$ cat config.mk
export PLATFORM = sky130hd
export DESIGN_NAME = shared_cnt_ctrl
export DESIGN_NICKNAME = d
export VERILOG_FILES = /design/src/rtl/shcnt_pkg.sv /design/src/rtl/shcnt_grant.sv /design/src/rtl/shcnt_step.sv /design/src/rtl/shared_cnt_ctrl.sv
export SDC_FILE = /design/constraint.sdc
export NUM_CORES = 1
export LEC_CHECK = 0
export BUFFER_PORTS_ARGS = -buffer_cell sky130_fd_sc_hd__buf_2
export CORE_UTILIZATION = 55
export DETAILED_ROUTE_END_ITERATION = 16
export PLACE_DENSITY = 0.8
export SLEW_MARGIN = 15
export SYNTH_ARGS = -nofsm -noshare
export SYNTH_HDL_FRONTEND = slang
export SYNTH_SLANG_ARGS = --single-unit
$ cat constraint.sdc
create_clock -name clk -period 2.35 [get_ports clk]
set_input_delay 0.47 -clock clk [delete_from_list [all_inputs] [get_ports clk]]
set_output_delay 0.47 -clock clk [all_outputs]
set_load 0.02 [all_outputs]
$ cat src/rtl/shcnt_pkg.sv
package shcnt_pkg;

    // Number of requesters sharing the counters.
    localparam int NPROC = 3;

    // Requester positions in the request and fire vectors.
    localparam int P_FILL = 0;   // adds one to x
    localparam int P_MOVE = 1;   // x minus one, y plus one
    localparam int P_TAKE = 2;   // subtracts one from y

    // Number of shared counters.
    localparam int NREG = 2;

    // Ranking between the two requesters that touch y.
    typedef enum logic {
        PRIO_TAKE_FIRST = 1'b0,  // drain > move > fill
        PRIO_MOVE_FIRST = 1'b1   // move > drain > fill
    } prio_e;

endpackage

$ cat src/rtl/shcnt_grant.sv
module shcnt_grant
    import shcnt_pkg::*;
#(
    parameter prio_e PRIO = PRIO_TAKE_FIRST
) (
    input  logic [NPROC-1:0] req_i,
    output logic [NPROC-1:0] grant_o
);

    logic take_win;
    logic move_win;

    // The parameter picks which of the two y users wins a tie.
    generate
        if (PRIO == PRIO_TAKE_FIRST) begin : g_take_first
            always_comb begin
                take_win = req_i[P_TAKE];
                move_win = req_i[P_MOVE] & ~req_i[P_TAKE];
            end
        end else begin : g_move_first
            always_comb begin
                move_win = req_i[P_MOVE];
                take_win = req_i[P_TAKE] & ~req_i[P_MOVE];
            end
        end
    endgenerate

    // Fill shares only x with move, so it yields to move alone.
    always_comb begin
        grant_o          = '0;
        grant_o[P_TAKE]  = take_win;
        grant_o[P_MOVE]  = move_win;
        grant_o[P_FILL]  = req_i[P_FILL] & ~move_win;
    end

endmodule

$ cat src/rtl/shcnt_step.sv
module shcnt_step #(
    parameter int WIDTH = 8
) (
    input  logic [WIDTH-1:0] cur_i,
    input  logic             up_i,
    input  logic             dn_i,
    output logic [WIDTH-1:0] nxt_o
);

    // Wrapping step of one shared counter; both strobes cancel out.
    always_comb begin
        unique case ({up_i, dn_i})
            2'b10:   nxt_o = cur_i + 1'b1;
            2'b01:   nxt_o = cur_i - 1'b1;
            default: nxt_o = cur_i;
        endcase
    end

endmodule

$ cat src/rtl/shared_cnt_ctrl.sv
module shared_cnt_ctrl
    import shcnt_pkg::*;
#(
    parameter int    WIDTH = 8,
    parameter prio_e PRIO  = PRIO_TAKE_FIRST
) (
    input  logic             clk,
    input  logic             rst_n,
    input  logic [NPROC-1:0] req_i,
    output logic [WIDTH-1:0] x_o,
    output logic [WIDTH-1:0] y_o,
    output logic [NPROC-1:0] fire_o
);

    localparam int REG_X = 0;
    localparam int REG_Y = 1;

    typedef struct packed {
        logic [WIDTH-1:0] x;
        logic [WIDTH-1:0] y;
        logic [NPROC-1:0] fire;
    } state_t;

    state_t state_d;
    state_t state_q;

    logic [NPROC-1:0] grant;
    logic [WIDTH-1:0] cur  [NREG];
    logic [WIDTH-1:0] nxt  [NREG];
    logic [NREG-1:0]  up;
    logic [NREG-1:0]  dn;

    shcnt_grant #(
        .PRIO (PRIO)
    ) u_grant (
        .req_i   (req_i),
        .grant_o (grant)
    );

    // Which requester raises or lowers which counter.
    always_comb begin
        cur[REG_X] = state_q.x;
        cur[REG_Y] = state_q.y;
        up[REG_X]  = grant[P_FILL];
        dn[REG_X]  = grant[P_MOVE];
        up[REG_Y]  = grant[P_MOVE];
        dn[REG_Y]  = grant[P_TAKE];
    end

    generate
        for (genvar r = 0; r < NREG; r++) begin : g_reg
            shcnt_step #(
                .WIDTH (WIDTH)
            ) u_step (
                .cur_i (cur[r]),
                .up_i  (up[r]),
                .dn_i  (dn[r]),
                .nxt_o (nxt[r])
            );
        end
    endgenerate

    always_comb begin
        state_d      = state_q;
        state_d.x    = nxt[REG_X];
        state_d.y    = nxt[REG_Y];
        state_d.fire = grant;
    end

    always_ff @(posedge clk or negedge rst_n) begin
        if (!rst_n) begin
            state_q <= '0;
        end else begin
            state_q <= state_d;
        end
    end

    assign x_o    = state_q.x;
    assign y_o    = state_q.y;
    assign fire_o = state_q.fire;

endmodule

Yosys cells after proc, flatten, opt, wreduce, memory -nomap -nowiden

Cells that the tools add are included.

Bits in read-only memories: 0
Word-level logic and storage cells: 19
Bits in writable memories: 0
Output and inout port bits: 19
Input port bits: 5
Bits in latches: 0
Register bits after elaboration: 19
Memories kept: 0

Equal/unequal tests: 4
Multiply operators: 0
Mux-type cells: 2
Shift operators: 0
Magnitude comparators: 0
Div/mod/pow operators: 0
Add/sub/neg operators: 4
Reduce and logical (&&, ||, !) cells: 2
Bitwise logic cells: 4

Operators with widths:

| kind                                                                | count |
|---|---|
| 8-bit one-hot mux with 2 select lines                               | 2 |
| 8-bit by 1-bit adder with 8-bit output (second input constant)      | 2 |
| 8-bit by 1-bit subtractor with 8-bit output (second input constant) | 2 |
| 2-bit by 1-bit == test with 1-bit output (second input constant)    | 2 |
| 2-bit == test (second input constant)                               | 2 |
| 2-bit nonzero test                                                  | 2 |
| 1-bit bitwise AND                                                   | 2 |
| 1-bit NOT                                                           | 2 |

Logic depth before layout (Yosys ltp)

Depth in word-level cells: 6
Gate-level depth with buffers: 8
Gate-level depth less buffers: 7

Hierarchy

Synthesis repeated with hierarchy kept, for this count alone.

Cells, all modules: 205
Area, all modules: 1866.8 sq um

By module, submodules not included:

| module          | times used | cells each | area an instance (sq um) |
|---|---|---|---|
| shcnt_step      | 2          | 91         | 676.9 |
| shared_cnt_ctrl | 1          | 19         | 475.5 |
| shcnt_grant     | 1          | 4          | 37.5 |

Worst setup path after synthesis

No wires, ideal clock.

Kind: input -> register
Start: in req_i[2]
End: reg state_q, in the netlist x_o[4]
Setup time: 133 ps
Setup slack: 570 ps
Cell stages on the path: 8
Required time: 2217 ps
Arrival: 1647 ps
Buffers on the path: 1
Cell sequence: nand2b_4 -> buf_12 -> xnor2_1 -> ha_1 -> nor3_1 -> nor3b_1 -> a41oi_1 -> xnor2_1

Cells in the longest elaborated chain, start to end: 6

Ends and longest elaborated chain:

| item                                                                        | RTL line              | RTL |
|---|---|---|
| start: declaration                                                          | shared_cnt_ctrl.sv:9  | `input logic [NPROC-1:0] req_i,` |
| 1-bit NOT *                                                                 | shcnt_grant.sv:18     | `move_win = req_i[P_MOVE] & ~req_i[P_TAKE];` |
| 1-bit bitwise AND *                                                         | shcnt_grant.sv:18     |  |
| 1-bit NOT                                                                   | shcnt_grant.sv:33     | `grant_o[P_FILL] = req_i[P_FILL] & ~move_win;` |
| 1-bit bitwise AND                                                           | shcnt_grant.sv:33     |  |
| 2-bit by 1-bit == test with 1-bit output or 2-bit == test (tied branches)   | shcnt_step.sv:12      | `unique case ({up_i, dn_i})` |
| 8-bit one-hot mux with 2 select lines or 2-bit nonzero test (tied branches) | n/a                   |  |
| end signal: assignment                                                      | shared_cnt_ctrl.sv:74 | `state_q <= state_d;` |
| end: declaration                                                            | shared_cnt_ctrl.sv:25 | `state_t state_q;` |

Every way passes the cells marked *; elsewhere a longest branch is shown, timed or not.
A chain may end at the register's enable or synchronous reset.

Worst setup path after layout

Start: reg state_q, in the netlist y_o[2]
End: reg state_q, in the netlist y_o[6]

Cells in the longest elaborated chain, start to end: 2

Ends and longest elaborated chain:

| item                                                                                                  | RTL line |
|---|---|
| 8-bit by 1-bit subtractor with 8-bit output or 8-bit by 1-bit adder with 8-bit output (tied branches) | shcnt_step.sv:14, shcnt_step.sv:13 |
| 8-bit one-hot mux with 2 select lines *                                                               | shcnt_step.sv:12 |

Marked as above.

==> impl_metrics.prom <==
# TYPE chip_impl_metric gauge
chip_impl_info{name="end_kind",value="flip-flop"} 1
chip_impl_metric{name="required_time_of_the_critical_path",unit="ns"} 2.60
chip_impl_metric{name="detailed_route_via_count",unit=""} 875
chip_impl_info{name="critical_path.cell_chain",value="ha_1, nor2b_1, o21ai_2, a21boi_1, or4_1, nand3_1"} 1
chip_impl_info{name="worstSetupPathType",value="reg -> reg"} 1
chip_impl_metric{name="layout.cell_area.non_filler",unit="um2"} 1320
chip_impl_metric{name="synth.lib_cells_used.distinct",unit=""} 40
chip_impl_metric{name="floorplan.rows",unit=""} 16
chip_impl_metric{name="cellPowerDensity",unit="nW/um2"} 1410
chip_impl_metric{name="post_drt_wl_per_cell",unit="um"} 13.20
chip_impl_metric{name="internal_power",unit="uW"} 998.3
chip_impl_metric{name="area_delta_synth_final",unit="%"} 13.32
chip_impl_metric{name="post_cts.repair.setup_buffers",unit=""} 0
chip_impl_metric{name="final.min_clock_period",unit="ns"} 1.762
chip_impl_metric{name="syn_inst",unit=""} 111
chip_impl_info{name="timing.rr.start",value="y_o[2]"} 1
chip_impl_metric{name="finalClockSkew",unit="ns"} 0.007343
chip_impl_metric{name="timing.final.crit_share",unit="%"} 74.96
chip_impl_metric{name="design.core.area",unit="um2"} 1982
chip_impl_metric{name="avgSynthCellArea",unit="um2"} 10.49
chip_impl_metric{name="number_of_optimization_iterations_in_the_first_detailed_route_pass",unit=""} 4
chip_impl_metric{name="post_cts_resized",unit=""} 0
chip_impl_metric{name="diodes",unit=""} 0
chip_impl_metric{name="clkLatencyLatePin",unit="ns"} 0.30
chip_impl_metric{name="number_of_global_route_vias_before_repair",unit=""} 774
chip_impl_metric{name="grt_max_degree",unit=""} 20
chip_impl_metric{name="routed_wirelength",unit="um"} 2151
chip_impl_info{name="crit_slowest_cell",value="sky130_fd_sc_hd__or4_1"} 1
chip_impl_metric{name="htreeDepth",unit=""} 1
chip_impl_info{name="run_status",value="completed"} 1
chip_impl_metric{name="tightestPinTransition",unit="ns"} 0.5762
chip_impl_info{name="clk_root_buffer_cell",value="sky130_fd_sc_hd__clkbuf_4"} 1
chip_impl_metric{name="synthesis.nets",unit=""} 124
chip_impl_metric{name="combined_area_of_all_synthesized_cells",unit="um2"} 1165
chip_impl_metric{name="ys_ff_latch",unit=""} 19
chip_impl_metric{name="dpl_cell_area",unit="um2"} 1292
chip_impl_metric{name="power_switching_share",unit="%"} 46.38
chip_impl_metric{name="whs",unit="ns"} 0.08748
chip_impl_metric{name="worst_slew_margin_rel",unit="%"} 61.45
chip_impl_info{name="timing.critical_path.from_type",value="flip-flop"} 1
chip_impl_metric{name="dpl.cell_count",unit=""} 159
chip_impl_metric{name="critical_path_arrival",unit="ns"} 2.01
chip_impl_metric{name="grtUsageTotal",unit="%"} 21.11
chip_impl_metric{name="tritoncts_num_sinks",unit=""} 19
chip_impl_info{name="grt_setup_unrepaired",value="no"} 1
chip_impl_metric{name="timing.critical_path.fanout_max",unit=""} 4
chip_impl_metric{name="antenna_violating_nets_post_route",unit=""} 0
chip_impl_metric{name="ioPinCount",unit=""} 24
chip_impl_metric{name="floorplan.die.height",unit="um"} 48.02
chip_impl_metric{name="initialDrtViolationCount",unit=""} 10
chip_impl_metric{name="hold_violations",unit=""} 0
chip_impl_info{name="setup.worst_path.start",value="y_o[2]"} 1
chip_impl_metric{name="cts_made_buffers",unit=""} 3
chip_impl_metric{name="synth.yosys.warnings",unit=""} 0
chip_impl_metric{name="via_per_inst",unit=""} 5.368
chip_impl_metric{name="finalSetupTns",unit="ns"} 0
chip_impl_metric{name="dieArea",unit="um2"} 2306
chip_impl_metric{name="drt_drc_violations_left",unit=""} 0
chip_impl_metric{name="power.static_leakage",unit="uW"} 0.0006198
chip_impl_metric{name="ctsLongestPathBuffers",unit=""} 2
chip_impl_metric{name="final_cell_count_no_fill",unit=""} 163
chip_impl_metric{name="grt_pass1_wl",unit="um"} 3408
chip_impl_info{name="cpLargestDelayFamily",value="simple AND/OR/NAND/NOR gates"} 1
chip_impl_metric{name="final_core_area_utilization",unit="%"} 66.60
chip_impl_info{name="hold_class",value="in -> async"} 1
chip_impl_metric{name="synth_sequential_area_ratio",unit="%"} 40.82
chip_impl_metric{name="pwr-share-comb",unit="%"} 56.0
chip_impl_metric{name="width_of_the_chip",unit="um"} 48.02
chip_impl_metric{name="final_nets",unit=""} 150
chip_impl_metric{name="maximum_vdd_drop",unit="uV"} 758.6
chip_impl_metric{name="fraction_of_final_layout_cells_with_drive_strength_greater_than_1",unit="%"} 27.94
chip_impl_metric{name="post-dp-hpwl",unit="um"} 1569
chip_impl_metric{name="timing.final.setup_violations",unit=""} 0
chip_impl_metric{name="port_buffers",unit=""} 23
chip_impl_metric{name="seqPwrFrac",unit="%"} 34.8
chip_impl_metric{name="gp_routability_congestion",unit=""} 0.8608
chip_impl_info{name="tritoncts",value="done"} 1
chip_impl_metric{name="clk_transition_reported_paths",unit="ns"} 0.12
chip_impl_metric{name="drv_cap",unit=""} 0
chip_impl_metric{name="floorplan.initialDensity",unit="%"} 58.78
chip_impl_metric{name="maxClockFrequency",unit="GHz"} 0.5677
chip_impl_metric{name="worst-path-buf-inv",unit=""} 0
chip_impl_metric{name="p_switching",unit="uW"} 863.5
chip_impl_metric{name="slowest_delay",unit="ns"} 0.47
chip_impl_metric{name="global_route.overflow_total",unit=""} 0
chip_impl_metric{name="maxSlewViolCount",unit=""} 0
chip_impl_metric{name="cts.hold.buffers_added",unit=""} 0
chip_impl_metric{name="p_clk_share",unit="%"} 9.2
chip_impl_metric{name="antenna_found_initial",unit=""} 0
-- power groups by stage --
stage | sequential, uW | clock (uW) | combinational [uW]
final | 649 | 171 | 1040
after detailed placement | 655 | 0 | 1030
after global placement | 648 | 0 | 1010
after floorplan | 800 | 0 | 622
after CTS | 650 | 176 | 1050
after global routing | 677 | 187 | 1160
-- routing by layer --
metal  GRT usage (%)  part of all wire [%]
met1           28.90                    48
met2           33.78                    49
met3           3.774                   3.0
met4           6.667                  0.42
met5               0                     0
-- cells by family after synthesis --
group           after synthesis  share of synthesized area (%)
compound gates               18                          11.71
simple gates                 38                          18.80
mux                           6                          5.263
buf+inv                      10                          5.155
fa+ha+maj                     8                          9.237
flops                        19                          40.82
xor+xnor                     12                          9.022
-- path summary, 6_finish.rpt --
path / slack (ns) / end / cells past startpoint
max: 0.59 / y_o[6] / 6
min: 0.09 / y_o[6] / 1
max reg2reg: 0.59 / y_o[6] / 6
min reg2reg: 0.47 / x_o[7] / 1
max in group asynchronous: 1.95 / x_o[2] / 1
min in group clk: 0.40 / fire_o[2] / 1
-- cells in the final DEF, fill, tap and decap left out, types with 2 or more instances in the layout --
cell and instances:
sky130_fd_sc_hd__clkbuf_4 3, sky130_fd_sc_hd__nor2_1 7, sky130_fd_sc_hd__buf_2 23, sky130_fd_sc_hd__xnor2_1 8
sky130_fd_sc_hd__nor3_1 4, sky130_fd_sc_hd__nor2b_1 2, sky130_fd_sc_hd__inv_1 6, sky130_fd_sc_hd__a21oi_1 3
sky130_fd_sc_hd__nor3b_1 2, sky130_fd_sc_hd__xor2_1 4, sky130_fd_sc_hd__dfrtp_1 19, sky130_fd_sc_hd__ha_1 7
sky130_fd_sc_hd__nand2b_1 3, sky130_fd_sc_hd__mux2i_1 5, sky130_fd_sc_hd__o21ai_0 4, sky130_fd_sc_hd__nand2_1 7
sky130_fd_sc_hd__nand3_1 5
-- registers in the layout (all words and copies together) (netlist names) --
name / count
x_o: 8
y_o: 8
fire_o: 3
-- per-stage QoR --
stage,setup WS [ns],power (uW)
floorplan,0.5700,1422
detailed placement,0.2582,1689
global route,0.4648,2022
CTS,0.5805,1873
global placement,0.3386,1660
finish,0.5884,1862
-- synth_stat cells --
library cell                number  share of area [%]
sky130_fd_sc_hd__nand2_2         1               0.54
sky130_fd_sc_hd__a41oi_1         1               0.75
sky130_fd_sc_hd__buf_12          1                1.7
sky130_fd_sc_hd__xor2_1          4                3.0
sky130_fd_sc_hd__mux2_2          1               0.97
sky130_fd_sc_hd__nor2_1          7                2.3
sky130_fd_sc_hd__nor3b_1         2                1.3
sky130_fd_sc_hd__nor4_2          1                1.1
sky130_fd_sc_hd__and2_2          1               0.64
sky130_fd_sc_hd__o21ai_2         1               0.75
sky130_fd_sc_hd__a211oi_1        1               0.64
sky130_fd_sc_hd__nand3_1         5                2.1
sky130_fd_sc_hd__a21boi_1        1               0.64
sky130_fd_sc_hd__ha_1            7                7.5
sky130_fd_sc_hd__a31oi_1         1               0.54
sky130_fd_sc_hd__a2bb2oi_2       1                1.3
sky130_fd_sc_hd__fa_1            1                1.7
sky130_fd_sc_hd__o21a_1          1               0.64
sky130_fd_sc_hd__dfrtp_1        19                 41
sky130_fd_sc_hd__nor4b_1         1               0.75
sky130_fd_sc_hd__a21oi_1         3                1.3
sky130_fd_sc_hd__inv_6           1               0.75
sky130_fd_sc_hd__o21ai_0         4                1.7
sky130_fd_sc_hd__a21oi_4         1                1.4
sky130_fd_sc_hd__or4_1           1               0.64
sky130_fd_sc_hd__mux2i_1         5                4.3
sky130_fd_sc_hd__clkbuf_1        1               0.32
sky130_fd_sc_hd__inv_1           6                1.9
sky130_fd_sc_hd__nor3_1          4                1.7
sky130_fd_sc_hd__xnor2_1         8                6.0
sky130_fd_sc_hd__nand2b_4        1                1.2
sky130_fd_sc_hd__a21o_1          1               0.64
sky130_fd_sc_hd__or3_1           1               0.54
sky130_fd_sc_hd__nand2b_1        3                1.6
sky130_fd_sc_hd__nor2b_1         2                1.1
sky130_fd_sc_hd__nor3b_2         1                1.1
sky130_fd_sc_hd__buf_2           1               0.43
sky130_fd_sc_hd__a32oi_1         1               0.75
sky130_fd_sc_hd__o31ai_1         1               0.64
sky130_fd_sc_hd__nand2_1         7                2.3
-- worst reg2reg max path: cells and delay by family (launching register included) --
kind                     cells  cell delay, ns
AO/OA/AOI/OAI                2            0.25
adder cells (fa/ha/maj)      1            0.33
AND/OR/NAND/NOR              3            0.71
flip-flops                   1            0.41
-- area by class of cell --
| cell class | instances | area [um2] |
|---|---|---|
| Fill cell | 156 | 661.9 |
| Multi-Input combinational cell | 82 | 629.4 |
| Sequential cell | 19 | 475.5 |
| Clock buffer | 3 | 22.52 |
| Timing Repair Buffer | 24 | 122.6 |
| Inverter | 7 | 31.28 |
| Clock inverter | 1 | 5.005 |
| Tap cell | 27 | 33.78 |
Power figures use the tool's default switching activity.
